File: src/rtl/iir3_pkg.sv
package iir3_pkg;
  localparam int unsigned DEF_SAMPLE_W = 12;
  localparam int unsigned DEF_FRAC_W   = 10;
  localparam int unsigned FILT_ORDER   = 3;
  localparam int unsigned GUARD_W      = 3;

  typedef enum logic [0:0] {
    ACC_ADD = 1'b0,
    ACC_SUB = 1'b1
  } acc_sign_e;
endpackage

File: src/rtl/iir3_rst_sync.sv
module iir3_rst_sync (
  input  logic clk,
  input  logic rst_n,
  output logic rst_sync_n
);
  logic [1:0] sync_q;
  logic [1:0] sync_d;

  always_comb begin
    sync_d = {sync_q[0], 1'b1};
  end

  always_ff @(posedge clk or negedge rst_n) begin
    if (!rst_n) begin
      sync_q <= '0;
    end else begin
      sync_q <= sync_d;
    end
  end

  assign rst_sync_n = sync_q[1];
endmodule

File: src/rtl/iir3_mac.sv
module iir3_mac #(
  parameter int unsigned          DATA_W = 12,
  parameter int unsigned          TERMS  = 3,
  parameter int unsigned          ACC_W  = 27,
  parameter iir3_pkg::acc_sign_e  SIGN   = iir3_pkg::ACC_ADD
) (
  input  logic signed [DATA_W-1:0] coef_i [TERMS],
  input  logic signed [DATA_W-1:0] samp_i [TERMS],
  input  logic signed [ACC_W-1:0]  bias_i,
  output logic signed [ACC_W-1:0]  acc_o
);
  localparam int unsigned PROD_W = 2 * DATA_W;

  logic signed [PROD_W-1:0] prod     [TERMS];
  logic signed [ACC_W-1:0]  prod_ext [TERMS];
  logic signed [ACC_W-1:0]  acc_sum;

  for (genvar t = 0; t < TERMS; t++) begin : g_prod
    assign prod[t]     = PROD_W'(coef_i[t]) * PROD_W'(samp_i[t]);
    assign prod_ext[t] = ACC_W'(prod[t]);
  end

  always_comb begin
    acc_sum = bias_i;
    for (int t = 0; t < TERMS; t++) begin
      if (SIGN == iir3_pkg::ACC_SUB) begin
        acc_sum = acc_sum - prod_ext[t];
      end else begin
        acc_sum = acc_sum + prod_ext[t];
      end
    end
  end

  assign acc_o = acc_sum;
endmodule

File: src/rtl/iir3_round_sat.sv
module iir3_round_sat #(
  parameter int unsigned ACC_W  = 27,
  parameter int unsigned FRAC_W = 10,
  parameter int unsigned OUT_W  = 12
) (
  input  logic signed [ACC_W-1:0] acc_i,
  output logic signed [OUT_W-1:0] sat_o
);
  localparam int unsigned RW = ACC_W + 1;
  localparam logic signed [RW-1:0] HALF_R = RW'(1 << (FRAC_W - 1));
  localparam logic signed [RW-1:0] MAX_R  = RW'((1 << (OUT_W - 1)) - 1);
  localparam logic signed [RW-1:0] MIN_R  = RW'(-(1 << (OUT_W - 1)));

  logic signed [RW-1:0] biased;
  logic signed [RW-1:0] scaled;

  always_comb begin
    biased = RW'(acc_i) + HALF_R;
    scaled = biased >>> FRAC_W;
    if (scaled > MAX_R) begin
      sat_o = OUT_W'(MAX_R);
    end else if (scaled < MIN_R) begin
      sat_o = OUT_W'(MIN_R);
    end else begin
      sat_o = OUT_W'(scaled);
    end
  end
endmodule

File: src/rtl/iir3_state_line.sv
module iir3_state_line #(
  parameter int unsigned DATA_W = 12,
  parameter int unsigned DEPTH  = 4
) (
  input  logic                     clk,
  input  logic                     rst_n,
  input  logic                     shift_en_i,
  input  logic signed [DATA_W-1:0] push_i,
  output logic signed [DATA_W-1:0] tap_o [DEPTH]
);
  logic signed [DATA_W-1:0] tap_q [DEPTH];
  logic signed [DATA_W-1:0] tap_d [DEPTH];

  always_comb begin
    for (int s = 0; s < DEPTH; s++) begin
      if (s == 0) begin
        tap_d[s] = push_i;
      end else begin
        tap_d[s] = tap_q[s-1];
      end
    end
  end

  always_ff @(posedge clk or negedge rst_n) begin
    if (!rst_n) begin
      for (int s = 0; s < DEPTH; s++) begin
        tap_q[s] <= '0;
      end
    end else if (shift_en_i) begin
      for (int s = 0; s < DEPTH; s++) begin
        tap_q[s] <= tap_d[s];
      end
    end
  end

  assign tap_o = tap_q;

  for (genvar s = 0; s < DEPTH; s++) begin : g_chk
    AST_LINE_HOLD: assert property (@(posedge clk) disable iff (!rst_n)
      !shift_en_i |=> (tap_q[s] == $past(tap_q[s])));
    if (s == 0) begin : g_head
      AST_LINE_LOAD: assert property (@(posedge clk) disable iff (!rst_n)
        shift_en_i |=> (tap_q[0] == $past(push_i)));
    end else begin : g_body
      AST_LINE_SHIFT: assert property (@(posedge clk) disable iff (!rst_n)
        shift_en_i |=> (tap_q[s] == $past(tap_q[s-1])));
    end
  end
endmodule

File: src/rtl/iir3_lpf.sv
module iir3_lpf #(
  parameter int unsigned DATA_W  = iir3_pkg::DEF_SAMPLE_W,
  parameter int unsigned FRAC_W  = iir3_pkg::DEF_FRAC_W,
  parameter int signed   COEF_B0 = 171,
  parameter int signed   COEF_B1 = 512,
  parameter int signed   COEF_B2 = 512,
  parameter int signed   COEF_B3 = 171,
  parameter int signed   COEF_A1 = 0,
  parameter int signed   COEF_A2 = 341,
  parameter int signed   COEF_A3 = 0
) (
  input  logic                     clk,
  input  logic                     rst_n,
  input  logic                     in_valid,
  input  logic signed [DATA_W-1:0] in_data,
  output logic                     out_valid,
  output logic signed [DATA_W-1:0] out_data
);
  localparam int unsigned ORDER = iir3_pkg::FILT_ORDER;
  localparam int unsigned TAPS  = ORDER + 1;
  localparam int unsigned ACC_W = 2 * DATA_W + iir3_pkg::GUARD_W;

  logic rst_i_n;

  iir3_rst_sync u_rst (
    .clk        (clk),
    .rst_n      (rst_n),
    .rst_sync_n (rst_i_n)
  );

  // coefficient vectors
  logic signed [DATA_W-1:0] fb_coef [ORDER];
  logic signed [DATA_W-1:0] ff_coef [TAPS];

  assign fb_coef[0] = DATA_W'(COEF_A1);
  assign fb_coef[1] = DATA_W'(COEF_A2);
  assign fb_coef[2] = DATA_W'(COEF_A3);
  assign ff_coef[0] = DATA_W'(COEF_B0);
  assign ff_coef[1] = DATA_W'(COEF_B1);
  assign ff_coef[2] = DATA_W'(COEF_B2);
  assign ff_coef[3] = DATA_W'(COEF_B3);

  // shared state chain: tap[0] newest
  logic signed [DATA_W-1:0] tap     [TAPS];
  logic signed [DATA_W-1:0] fb_samp [ORDER];
  logic signed [ACC_W-1:0]  fb_bias;
  logic signed [ACC_W-1:0]  fb_acc;
  logic signed [DATA_W-1:0] state_new;

  for (genvar k = 0; k < ORDER; k++) begin : g_fb_tap
    assign fb_samp[k] = tap[k];
  end

  assign fb_bias = ACC_W'(in_data) <<< FRAC_W;

  iir3_mac #(
    .DATA_W (DATA_W),
    .TERMS  (ORDER),
    .ACC_W  (ACC_W),
    .SIGN   (iir3_pkg::ACC_SUB)
  ) u_fb_mac (
    .coef_i (fb_coef),
    .samp_i (fb_samp),
    .bias_i (fb_bias),
    .acc_o  (fb_acc)
  );

  iir3_round_sat #(
    .ACC_W  (ACC_W),
    .FRAC_W (FRAC_W),
    .OUT_W  (DATA_W)
  ) u_fb_rs (
    .acc_i (fb_acc),
    .sat_o (state_new)
  );

  iir3_state_line #(
    .DATA_W (DATA_W),
    .DEPTH  (TAPS)
  ) u_line (
    .clk        (clk),
    .rst_n      (rst_i_n),
    .shift_en_i (in_valid),
    .push_i     (state_new),
    .tap_o      (tap)
  );

  // feedforward taps read the registered chain one cycle later
  logic signed [ACC_W-1:0]  ff_acc;
  logic signed [DATA_W-1:0] y_sat;

  iir3_mac #(
    .DATA_W (DATA_W),
    .TERMS  (TAPS),
    .ACC_W  (ACC_W),
    .SIGN   (iir3_pkg::ACC_ADD)
  ) u_ff_mac (
    .coef_i (ff_coef),
    .samp_i (tap),
    .bias_i ('0),
    .acc_o  (ff_acc)
  );

  iir3_round_sat #(
    .ACC_W  (ACC_W),
    .FRAC_W (FRAC_W),
    .OUT_W  (DATA_W)
  ) u_ff_rs (
    .acc_i (ff_acc),
    .sat_o (y_sat)
  );

  // valid pipeline and output register
  logic                     stage_vld_q;
  logic                     stage_vld_d;
  logic                     out_vld_q;
  logic                     out_vld_d;
  logic signed [DATA_W-1:0] out_data_q;
  logic signed [DATA_W-1:0] out_data_d;

  always_comb begin
    stage_vld_d = in_valid;
    out_vld_d   = stage_vld_q;
    out_data_d  = out_data_q;
    if (stage_vld_q) begin
      out_data_d = y_sat;
    end
  end

  always_ff @(posedge clk or negedge rst_i_n) begin
    if (!rst_i_n) begin
      stage_vld_q <= 1'b0;
      out_vld_q   <= 1'b0;
      out_data_q  <= '0;
    end else begin
      stage_vld_q <= stage_vld_d;
      out_vld_q   <= out_vld_d;
      out_data_q  <= out_data_d;
    end
  end

  assign out_valid = out_vld_q;
  assign out_data  = out_data_q;

  AST_STAGE_TRACKS_INPUT: assert property (@(posedge clk) disable iff (!rst_i_n)
    in_valid |=> stage_vld_q);
  AST_STAGE_IDLE: assert property (@(posedge clk) disable iff (!rst_i_n)
    !in_valid |=> !stage_vld_q);
  AST_OUT_TRACKS_STAGE: assert property (@(posedge clk) disable iff (!rst_i_n)
    stage_vld_q |=> out_valid);
  AST_OUT_HOLD: assert property (@(posedge clk) disable iff (!rst_i_n)
    !stage_vld_q |=> (!out_valid && $stable(out_data)));
  AST_RESET_QUIET: assert property (@(posedge clk)
    !rst_i_n |-> (!out_valid && out_data == '0));
endmodule

File: config.mk
export PLATFORM = sky130hd
export DESIGN_NAME = iir3_lpf
export DESIGN_NICKNAME = d
export VERILOG_FILES = /design/src/rtl/iir3_pkg.sv /design/src/rtl/iir3_rst_sync.sv /design/src/rtl/iir3_mac.sv /design/src/rtl/iir3_round_sat.sv /design/src/rtl/iir3_state_line.sv /design/src/rtl/iir3_lpf.sv
export SDC_FILE = /design/constraint.sdc
export NUM_CORES = 1
export LEC_CHECK = 0
export BUFFER_PORTS_ARGS = -buffer_cell sky130_fd_sc_hd__buf_2
export CAP_MARGIN = 40
export CORE_MARGIN = 2
export CORE_UTILIZATION = 66
export CTS_CLUSTER_SIZE = 16
export DETAILED_ROUTE_END_ITERATION = 10
export GPL_ROUTABILITY_DRIVEN = 0
export PLACE_DENSITY = 0.9
export SYNTH_ARGS = -nofsm -noshare
export SYNTH_HDL_FRONTEND = slang
export SYNTH_SLANG_ARGS = --single-unit
File: constraint.sdc
create_clock -name clk -period 2.6 [get_ports clk]
set_input_delay 0.52 -clock clk [delete_from_list [all_inputs] [get_ports clk]]
set_output_delay 0.52 -clock clk [all_outputs]
set_load 0.005 [all_outputs]
==> results of run 1 <==
## stage by stage
stage / setup TNS [ns] / hold slack, ns / area [um^2] / utilization [%]
2_1_floorplan: -74.68 / 0.224 / 11100 / -
3_3_place_gp: -83.17 / 0.171 / 12800 / 80.3
3_5_place_dp: -87.08 / 0.180 / 12800 / 80.3
4_1_cts: -80.12 / 0.191 / 13700 / 85.7
## what timing repair did
item	CTS
endpoints found under the setup margin	24
gates cloned	2
setup buffers	27
gates resized for setup	72
pin swaps	55
endpoints found under the hold margin	2
hold buffers	1
## kinds of logic after synthesis
family,synth area share (%)
other,0.0348
XOR/XNOR,4.39
multiplexers,1.95
buffers and inverters,9.13
AND/OR/NAND/NOR,6.16
adder cells (fa/ha/maj),55.4
flip-flops,14.9
AO/OA/AOI/OAI,8.12
## cells in the mapped netlist (all sizes together), types with 3 or more instances
cell type,count,area (um^2)
a211oi,6,50.1
nor2,23,86.3
nor2b,13,81.3
nand2,30,113
ha,221,2770
or3,6,37.5
o21a,6,45.0
and3,5,31.3
fa,160,3200
o21bai,3,22.5
nor4,4,40.0
and4,5,46.3
nand3,7,35.0
xor2,26,228
xnor2,28,245
nor3,11,55.1
a21oi,20,100
a221o,12,120
o21ai,30,161
nand4,6,37.5
o211ai,3,27.5
dfrtp,64,1600
inv,244,916
a311o,10,100
mux2,16,180
a21o,7,52.6
a31oi,4,31.3
buf,4,27.5
mux2i,3,30.0
clkbuf,11,41.3
## routing by layer
layer	track usage, %	GRT overflow
met3	51.6	0
met1	65.3	0
met4	68.4	2
met5	11.4	0
met2	86.5	1
==> metrics.txt, run 1 <==
status aborted with a tool error; Last stage global routing (5_1_grt); tool error [ERROR GRT-0232] Routing congestion too high. Check the congestion heatmap in the GUI.; placed insts 1429; Worst EP kind register data pin; die width approximately 130 um; EDFF count, synth 0; grt total ovfl 3; Syn Nets about 1400; total CTS buffers 9; Mean Syn Cell Area about 11 um^2; initial core utilization roughly two thirds; row count 46; H-tree depth 3; Final HPWL DP about 25000 um; Clock Tree Root clkbuf_16; area of the mapped netlist ~0.011 mm^2; Post-synth ARST share between 90% and 100%; #FFs+latches synth 64; Tot GR Track Use ~67%; die height between 100 and 150 um; pin count of the biggest net entering global routing 60; CTS Sinks between 60 and 70; Yosys Warn Count 0; Yosys cell types 66; Seq/Total Area, Yosys ~15%; io pins 28; Synth Flop Type dfrtp_1; Max Buffers Root-to-Sink 2; post-GRT worst EP out_data[6]$_DFFE_PN0P_/D; post-place setup slack -4.43 ns; Port Buf Inserts 27; Gate Count Post-Synth approximately 1000
==> inputs of run 2 (changes only) <==
Settings changed: CORE_UTILIZATION 66 to 40, CTS_CLUSTER_SIZE 16 to default, PLACE_DENSITY 0.9 to default, PLACE_DENSITY_LB_ADDON from default to 0.15.
==> run 2 against run 1 <==
  * Area after synthesis stayed put
  * Synthesized cell count unchanged
  * The flow now finishes, with violations (setup timing)
==> metrics.txt, run 2 <==
status finished, violations left; failing checks setup timing; crit-path cells buf_4 -> ha_4 -> fa_1 -> inv_1 -> fa_1 -> fa_1 -> inv_1 -> fa_1 -> fa_1 -> fa_1 -> ha_4 -> a21o_1 -> a211oi_4 -> o21ai_4 -> buf_12 -> xor2_4 -> and3_4 -> and4_1 -> and4_4 -> a21o_1 -> a311o_1 -> buf_6 -> a311o_1; Antenna Nets Post-Route 0; grt total ovfl 0; Avg WL per Cell ~16 um; crit end category flip-flop; Placed Area approximately 0.013 mm^2; R2R depth 23; CTS clk-pin slew, worst paths 0.06 ns; Clock Tree Root clkbuf_16; fillers 2443; Fin. Hold Viols 0; Tot GR Track Use between 15 and 20%; routed vias roughly 7700; Max Buffers Root-to-Sink 2; Worst setup SP type flip-flop; #FFs+latches synth 64; CTS tree yes; Port Buf Inserts 27; worst skew pair latency about 0.34 ns; slowest cell on the critical path fa_1; critical path type reg2reg; R2R Setup Slk -4.07 ns; Yosys cell types 66; post-place setup slack -4.20 ns; most frequent cells after synthesis inv_1 (244), ha_1 (221), fa_1 (160), dfrtp_1 (64), nand2_1 (30); die width approximately 170 um; post-route design area 0.0142 mm^2; pin count of the biggest net entering global routing 42; Most Frequent Cell on Critical Path fa_1; Yosys Warn Count 0; Final Core Density 53.2%; diodes inserted 0; largest cells by area after synthesis fa_1 (30%), ha_1 (26%), dfrtp_1 (15%); max FFs per register between 40 and 50; CP required 2.82 ns; Iter 0 DRT Violations roughly 250; Hold WC Path Type reg2async; EDFF count, synth 0; CP Max Fanout 6; initial core utilization 40.3%; Syn Nets ~1400; Gate Count Post-Synth 1017; setup ws final -4.07 ns; Die ar. between 0.02 and 0.03 mm^2; first-pass GRT wire length approximately 43000 um; period utilization 256%; Mean Syn Cell Area 10.6 um^2; Slew Limit Headroom between 50% and 60%; io pins 28; Post-synth ARST share 100%; CP max stage delay around 0.56 ns; Nets approximately 1700; Arrival @ worst endpoint roughly 6.9 ns; vias in the first global route approximately 8500; share of cells above drive strength 1 about a third; Final HPWL DP roughly 21000 um; CTS Sinks 64; residual DRC count 0; initial antenna violation count 0; total CTS buffers 9; commonest non-fill, non-tap cell in the layout inv_1; Synth Flop Type dfrtp_1; row count 60; area of the mapped netlist 0.0108 mm^2; most frequent cells in the layout inv_1 (235), buf_4 (211), ha_1 (182); Least-Margin Pin Slew 0.615 ns; via/cell ratio around 4.8; H-tree depth 3; die height roughly 170 um; Core ar. ~0.027 mm^2; max_cap viols 0; largest area contributor in the netlist fa_1; Seq/Total Area, Yosys 14.9%; unrepaired setup endpoints after global routing yes; clock period minus final worst setup slack approximately 6.7 ns; final WL 25300 um; P&R area growth vs syn 31.8%; DR pass1 iterations 4; final setup skew between 0.005 and 0.006 ns; Max Clock Freq 0.150 GHz; most frequent cell after synthesis inv_1; final setup fails 24; top-area cell type share of the netlist area between 20 and 30%; Slew Viols, Final 0
==> run 2: cell counts after synthesis <==
Identical to the previous run, type by type.
==> run 2: worst paths after layout <==
check	startpoint	endpoint
setup / recovery	u_line.tap_o[44]	out_data[7]
hold / removal	u_rst.sync_q[1]	u_line.tap_o[18]
setup reg to reg	u_line.tap_o[44]	out_data[7]
hold reg to reg	u_rst.sync_q[1]	u_line.tap_o[18]
max in group asynchronous	u_rst.sync_q[1]	u_line.tap_o[4]
min in group clk	u_rst.sync_q[0]	u_rst.sync_q[1]
==> run 2: area by class of cell <==
cell class	instances	area (um^2)	share of cell area, %
Multi-Input combinational cell	695	8980	63.2
Timing Repair Buffer	257	1960	13.8
Sequential cell	64	1630	11.4
Inverter	244	916	6.44
Tap cell	341	427	3.00
Clock buffer	10	239	1.68
Clock inverter	6	67.6	0.475
==> run 2: timing repair <==
| item | 4_1_cts | 5_1_grt |
|---|---|---|
| pin swaps | 46 | 34 |
| endpoints found under the hold margin | 2 | 0 |
| hold buffers | 1 | 0 |
| gates resized for setup | 71 | 32 |
| cloned | 2 | 1 |
| setup buffers | 12 | 11 |
| endpoints found under the setup margin | 24 | 24 |
==> run 2: through the flow <==
stage	instances	hold WS, ns	setup TNS [ns]
after global routing	1617	0.356	-82.01
after CTS	1606	0.314	-76.03
after floorplan	1017	0.224	-74.68
after global placement	1575	0.293	-80.49
final	1617	0.293	-77.12
after detailed placement	1575	0.303	-81.53
==> run 2: metal layers <==
metal,vias up,global-route usage [%],share of wire [%]
met5,-,0,0
met4,0,3.90,1.3
met3,17,1.83,1.8
met2,57,32.8,49
met1,3798,27.3,48
li1,3815,-,-
==> run 2: logic make-up after synthesis <==
family                   count (synthesis)  synth area share [%]
other                                    1                0.0348
AO/OA/AOI/OAI                          117                  8.12
XOR/XNOR                                54                  4.39
adder cells (fa/ha/maj)                381                  55.4
multiplexers                            19                  1.95
flip-flops                              64                  14.9
AND/OR/NAND/NOR                        122                  6.16
buffers and inverters                  259                  9.13
==> run 2: worst max-delay path: cells and delay by family, from the launching register on <==
family          cells  cell delay (ns)
flops               1             0.37
xor+xnor            1             0.15
simple gates        3             0.58
fa+ha+maj           8             3.43
compound gates      6             1.45
buf+inv             5             0.56
Power of run 2 is left out: the tool's default activity adds up to more than one toggle a clock period on the data nets, which glitch-free logic cannot reach.
==> inputs of run 3 (changes only) <==
Settings changed: GPL_TIMING_DRIVEN from default to 0.
==> run 3 against run 2 <==
  * Flip-flop and latch count stayed put
  * Global-route usage is 0.36 points lower
  * Non-clock buffer count is 130 lower
  * Critical path depth stayed put
  * Critical path type unchanged
  * Largest cell class unchanged
  * The run still ends with setup timing left
  * Count of clock-buffer cells in the layout is 1 higher
  * Die area stayed put
  * Fmax is 0.97% lower
  * Core utilization is 3.9 points lower
==> metrics.txt, run 3 (synthesized netlist as in run 2, its figures left out) <==
fillers about 2500; Clock Tree Root clkbuf_16; Die ar. roughly 0.028 mm^2; failing checks setup timing; Fin. Hold Viols 0; share of cells above drive strength 1 between 20% and 30%; Slew Viols, Final 0; diodes inserted 0; Max Buffers Root-to-Sink 2; routed vias 7354; setup ws final -4.13 ns; final setup fails 24; worst skew pair latency about 0.34 ns; Reg area 0.00165 mm^2; Avg WL per Cell 16.7 um; Final HPWL DP about 20000 um; P&R area growth vs syn 22.2%; Final Non-Filler Cells roughly 1500; CTS clk-pin slew, worst paths approximately 0.060 ns; unrepaired setup endpoints after global routing yes; Final Core Density between 40 and 50%; crit end category flip-flop; Least-Margin Pin Slew 0.728 ns; grt total ovfl 0; CP bufs+invs 5; Arrival @ worst endpoint 6.96 ns; initial core utilization about two fifths; max_cap viols 0; commonest non-fill, non-tap cell in the layout inv_1; multi-input logic area between 0.008 and 0.009 mm^2; max FFs per register 48; crit-path cells ha_1 -> ha_1 -> ha_1 -> fa_1 -> inv_1 -> fa_1 -> fa_1 -> inv_1 -> ha_1 -> ha_4 -> nand4_1 -> o21a_2 -> buf_4 -> o21ai_4 -> a41oi_4 -> o21a_4 -> buf_6 -> nor4b_4 -> a211oi_2 -> a21o_1 -> a311o_2 -> buf_6 -> a311o_1; slowest cell on the critical path fa_1; row count 60; CP required roughly 2.8 ns; vias in the first global route ~8000; Worst setup SP type flip-flop; clock period minus final worst setup slack between 6 and 7 ns; via/cell ratio just under 5; DR pass1 iterations 4; final setup skew between 0.009 and 0.01 ns; Core ar. around 0.027 mm^2; die width between 150 and 200 um; Hold WC Path Type reg2async; first-pass GRT wire length approximately 42000 um; pin count of the biggest net entering global routing 49; CP delay by family, top adder cells; Most Frequent Cell on Critical Path ha_1; CP max stage delay 0.55 ns; H-tree depth 3; io pins 28; die height 168 um; CTS Sinks 64; Nets about 1500; Iter 0 DRT Violations between 200 and 300; status finished, violations left; CTS tree yes; Port Buf Inserts 27; final WL 24900 um; CP Max Fanout 7; period utilization 259%; residual DRC count 0; Antenna Nets Post-Route 0; Max Clock Freq 0.149 GHz; total CTS buffers 9; Slew Limit Headroom between 50 and 60%; Tot GR Track Use about a fifth; critical path type reg2reg; most frequent cells in the layout inv_1 (228), ha_1 (177), fa_1 (152); placed insts around 1400; post-place setup slack -4.62 ns; initial antenna violation count 0
==> run 3: changes by cell type in the layout (fill, tap and decap cells not counted), sizes merged <==
cell,change
inv,-2
clkinvlp,+2
clkbuf,+11
buf,-140
clkinv,-1
==> run 3: path summary, 6_finish.rpt <==
kind,from,to,slack [ns],depth (start not counted)
setup / recovery,u_line.tap_o[4],out_data[10],-4.13,23
hold / removal,u_rst.sync_q[1],out_data[6],0.19,0
setup reg to reg,u_line.tap_o[4],out_data[10],-4.13,23
hold reg to reg,u_rst.sync_q[1],out_data[6],0.19,0
max in group asynchronous,u_rst.sync_q[1],u_line.tap_o[29],1.85,1
min in group clk,u_rst.sync_q[0],u_rst.sync_q[1],0.36,0
==> run 3: stage by stage <==
stage	TNS [ns]	cell area (um^2)	hold WS (ns)
finish	-77.98	13200	0.191
global route	-82.51	13200	0.216
CTS	-78.37	12900	0.200
detailed placement	-90.91	11700	0.200
global placement	-104.24	11700	0.305
floorplan	-74.68	11100	0.224
==> run 3: layout make-up <==
class | instances | area share [%]
Multi-Input combinational cell | 695 | 67.7
Clock buffer | 11 | 1.84
Inverter | 244 | 7.04
Tap cell | 341 | 3.24
Sequential cell | 64 | 12.5
Timing Repair Buffer | 113 | 6.60
Clock inverter | 5 | 0.437
Buffer | 14 | 0.608
==> run 3: per-layer routing <==
metal | global-route usage (%) | wire (um) | vias to the layer above
met2 | 31.8 | 11900 | 66
met3 | 2.23 | 619 | 14
met5 | 0 | 0 | -
li1 | - | - | 3569
met4 | 3.94 | 282 | 0
met1 | 26.7 | 12000 | 3705
==> run 3: repair_timing <==
| action | in CTS | in global routing |
|---|---|---|
| hold buffers | 1 | 0 |
| setup endpoints to repair | 24 | 24 |
| setup buffers | 66 | 16 |
| cloned | 3 | 0 |
| endpoints found under the hold margin | 2 | 0 |
| gates resized for setup | 83 | 34 |
| pin swaps | 52 | 35 |
Power of run 3 is left out for the same reason.
==> inputs of run 4 (changes only) <==
Clock period 2.6 ns to 6.7 ns, I/O delays scaled along.
==> run 4 against run 3 <==
  * The run still ends with setup timing left
  * Core utilization fell by 2.5 points
  * Sequential share of layout area rose by 0.50 points
  * Final cell count down 2.1%
  * Design area fell by 5.1%
  * Critical path depth shrank 3
  * Die area did not move
==> metrics.txt, run 4 (synthesized netlist as in run 2, its figures left out) <==
CTS tree yes; hold_buf cts 0; Iter 0 DRT Violations 228; max FFs per register 48; Reg area approximately 0.0016 mm^2; initial antenna violation count 0; crit-path cells ha_1 -> fa_1 -> fa_1 -> fa_1 -> fa_1 -> fa_1 -> fa_2 -> ha_4 -> a21o_1 -> a211oi_4 -> o21ai_4 -> a41oi_4 -> buf_6 -> o21bai_4 -> xor2_2 -> and4_4 -> a21o_1 -> a311o_1 -> buf_6 -> a311o_1; initial core utilization between 40% and 50%; Clock Tree Root clkbuf_16; Max Buffers Root-to-Sink 2; H-tree depth 3; Port Buf Inserts 27; worst skew pair latency around 0.34 ns; final setup skew roughly 0.007 ns; period utilization 103%; Final HPWL DP about 19000 um; residual DRC count 0; R2R Setup Slk -0.17 ns; CTS clk-pin slew, worst paths about 0.06 ns; Slew Limit Headroom 47.1%; max_cap viols 0; placed insts ~1400; DR pass1 iterations 4; CP bufs+invs 2; Fin. Hold Viols 0; status finished, violations left; die height around 170 um; first-pass GRT wire length between 30000 and 40000 um; Tot GR Track Use about 18%; CP max stage delay between 0.5 and 0.6 ns; final WL between 20000 and 25000 um; Core ar. 0.0267 mm^2; vias in the first global route approximately 7600; Arrival @ worst endpoint slightly above 7 ns; Max Clock Freq approximately 0.15 GHz; die width 168 um; final setup fails 11; failing checks setup timing; slowest cell on the critical path fa_2; via/cell ratio 4.91; Worst setup SP type flip-flop; setup ws final -0.169 ns; Hold WC Path Type reg2async; share of cells above drive strength 1 17.5%; multi-input logic area about 0.0085 mm^2; routed vias between 7000 and 8000; io pins 28; Final Non-Filler Cells 1456; diodes inserted 0; critical path type reg2reg; crit end category flip-flop; pin count of the biggest net entering global routing 50; Antenna Nets Post-Route 0; CP required 6.93 ns; Most Frequent Cell on Critical Path fa_1; grt total ovfl 0; Least-Margin Pin Slew between 0.7 and 0.8 ns; commonest non-fill, non-tap cell in the layout inv_1; CP delay by family, top adder cells; Nets between 1500 and 2000; row count 60; P&R area growth vs syn 16.0%; most frequent cells in the layout inv_1 (235), ha_1 (209), fa_1 (155); fillers about 2600; CTS Sinks 64; Avg WL per Cell ~16 um; Die ar. ~0.028 mm^2; minimum hold slack between 0.15 and 0.2 ns; CP Max Fanout 6; Slew Viols, Final 0; unrepaired setup endpoints after global routing yes; total CTS buffers 9; clock period minus final worst setup slack ~7 ns
-- run 4: final cells by class --
type	count	share of cell area, %
clock inverters	5	0.500
repair buffers	84	4.91
multi-input cells	694	68.3
flip-flops and latches	64	13.0
inverters	244	7.35
clock buffers	11	2.02
well taps	341	3.41
plain buffers	13	0.460
-- run 4: repair_timing --
action,in CTS,in global routing
pin swaps,51,36
hold endpoints to repair,0,0
resized for setup,64,23
setup endpoints to repair,12,12
gates cloned,1,0
buffers inserted,37,18
-- run 4: worst register-to-register path, delay by kind of cell (launching register included) --
| kind | cells | cell delay (ns) |
|---|---|---|
| compound gates | 8 | 1.89 |
| xor+xnor | 1 | 0.19 |
| fa+ha+maj | 8 | 3.65 |
| buf+inv | 2 | 0.34 |
| flops | 1 | 0.48 |
| simple gates | 1 | 0.20 |
-- run 4: path summary, 6_finish.rpt --
path	start	endpoint	cells past startpoint
setup / recovery	u_line.tap_o[8]	out_data[3]	20
hold / removal	u_rst.sync_q[1]	out_valid	0
setup reg to reg	u_line.tap_o[8]	out_data[3]	20
hold reg to reg	u_rst.sync_q[1]	out_valid	0
max in group asynchronous	rst_n	u_rst.sync_q[1]	1
min in group clk	u_rst.sync_q[0]	u_rst.sync_q[1]	0
-- run 4: stage by stage --
step	setup TNS (ns)	worst slack (ns)	instance area, um^2	utilization (%)
finish	-1.37	-0.169	12500	46.8
CTS	-1.04	-0.139	12300	45.9
global route	-3.90	-0.380	12500	46.8
floorplan	0	0.00303	10800	-
global placement	-6.13	-0.571	11400	42.5
detailed placement	-6.76	-0.626	11400	42.6
-- run 4: per-layer routing --
layer | global-route usage, % | wire length [um]
met1 | 25.2 | 11300
met2 | 30.2 | 11100
met3 | 2.47 | 590
met4 | 3.37 | 291
met5 | 0 | 0
Power of run 4 is left out for the same reason.
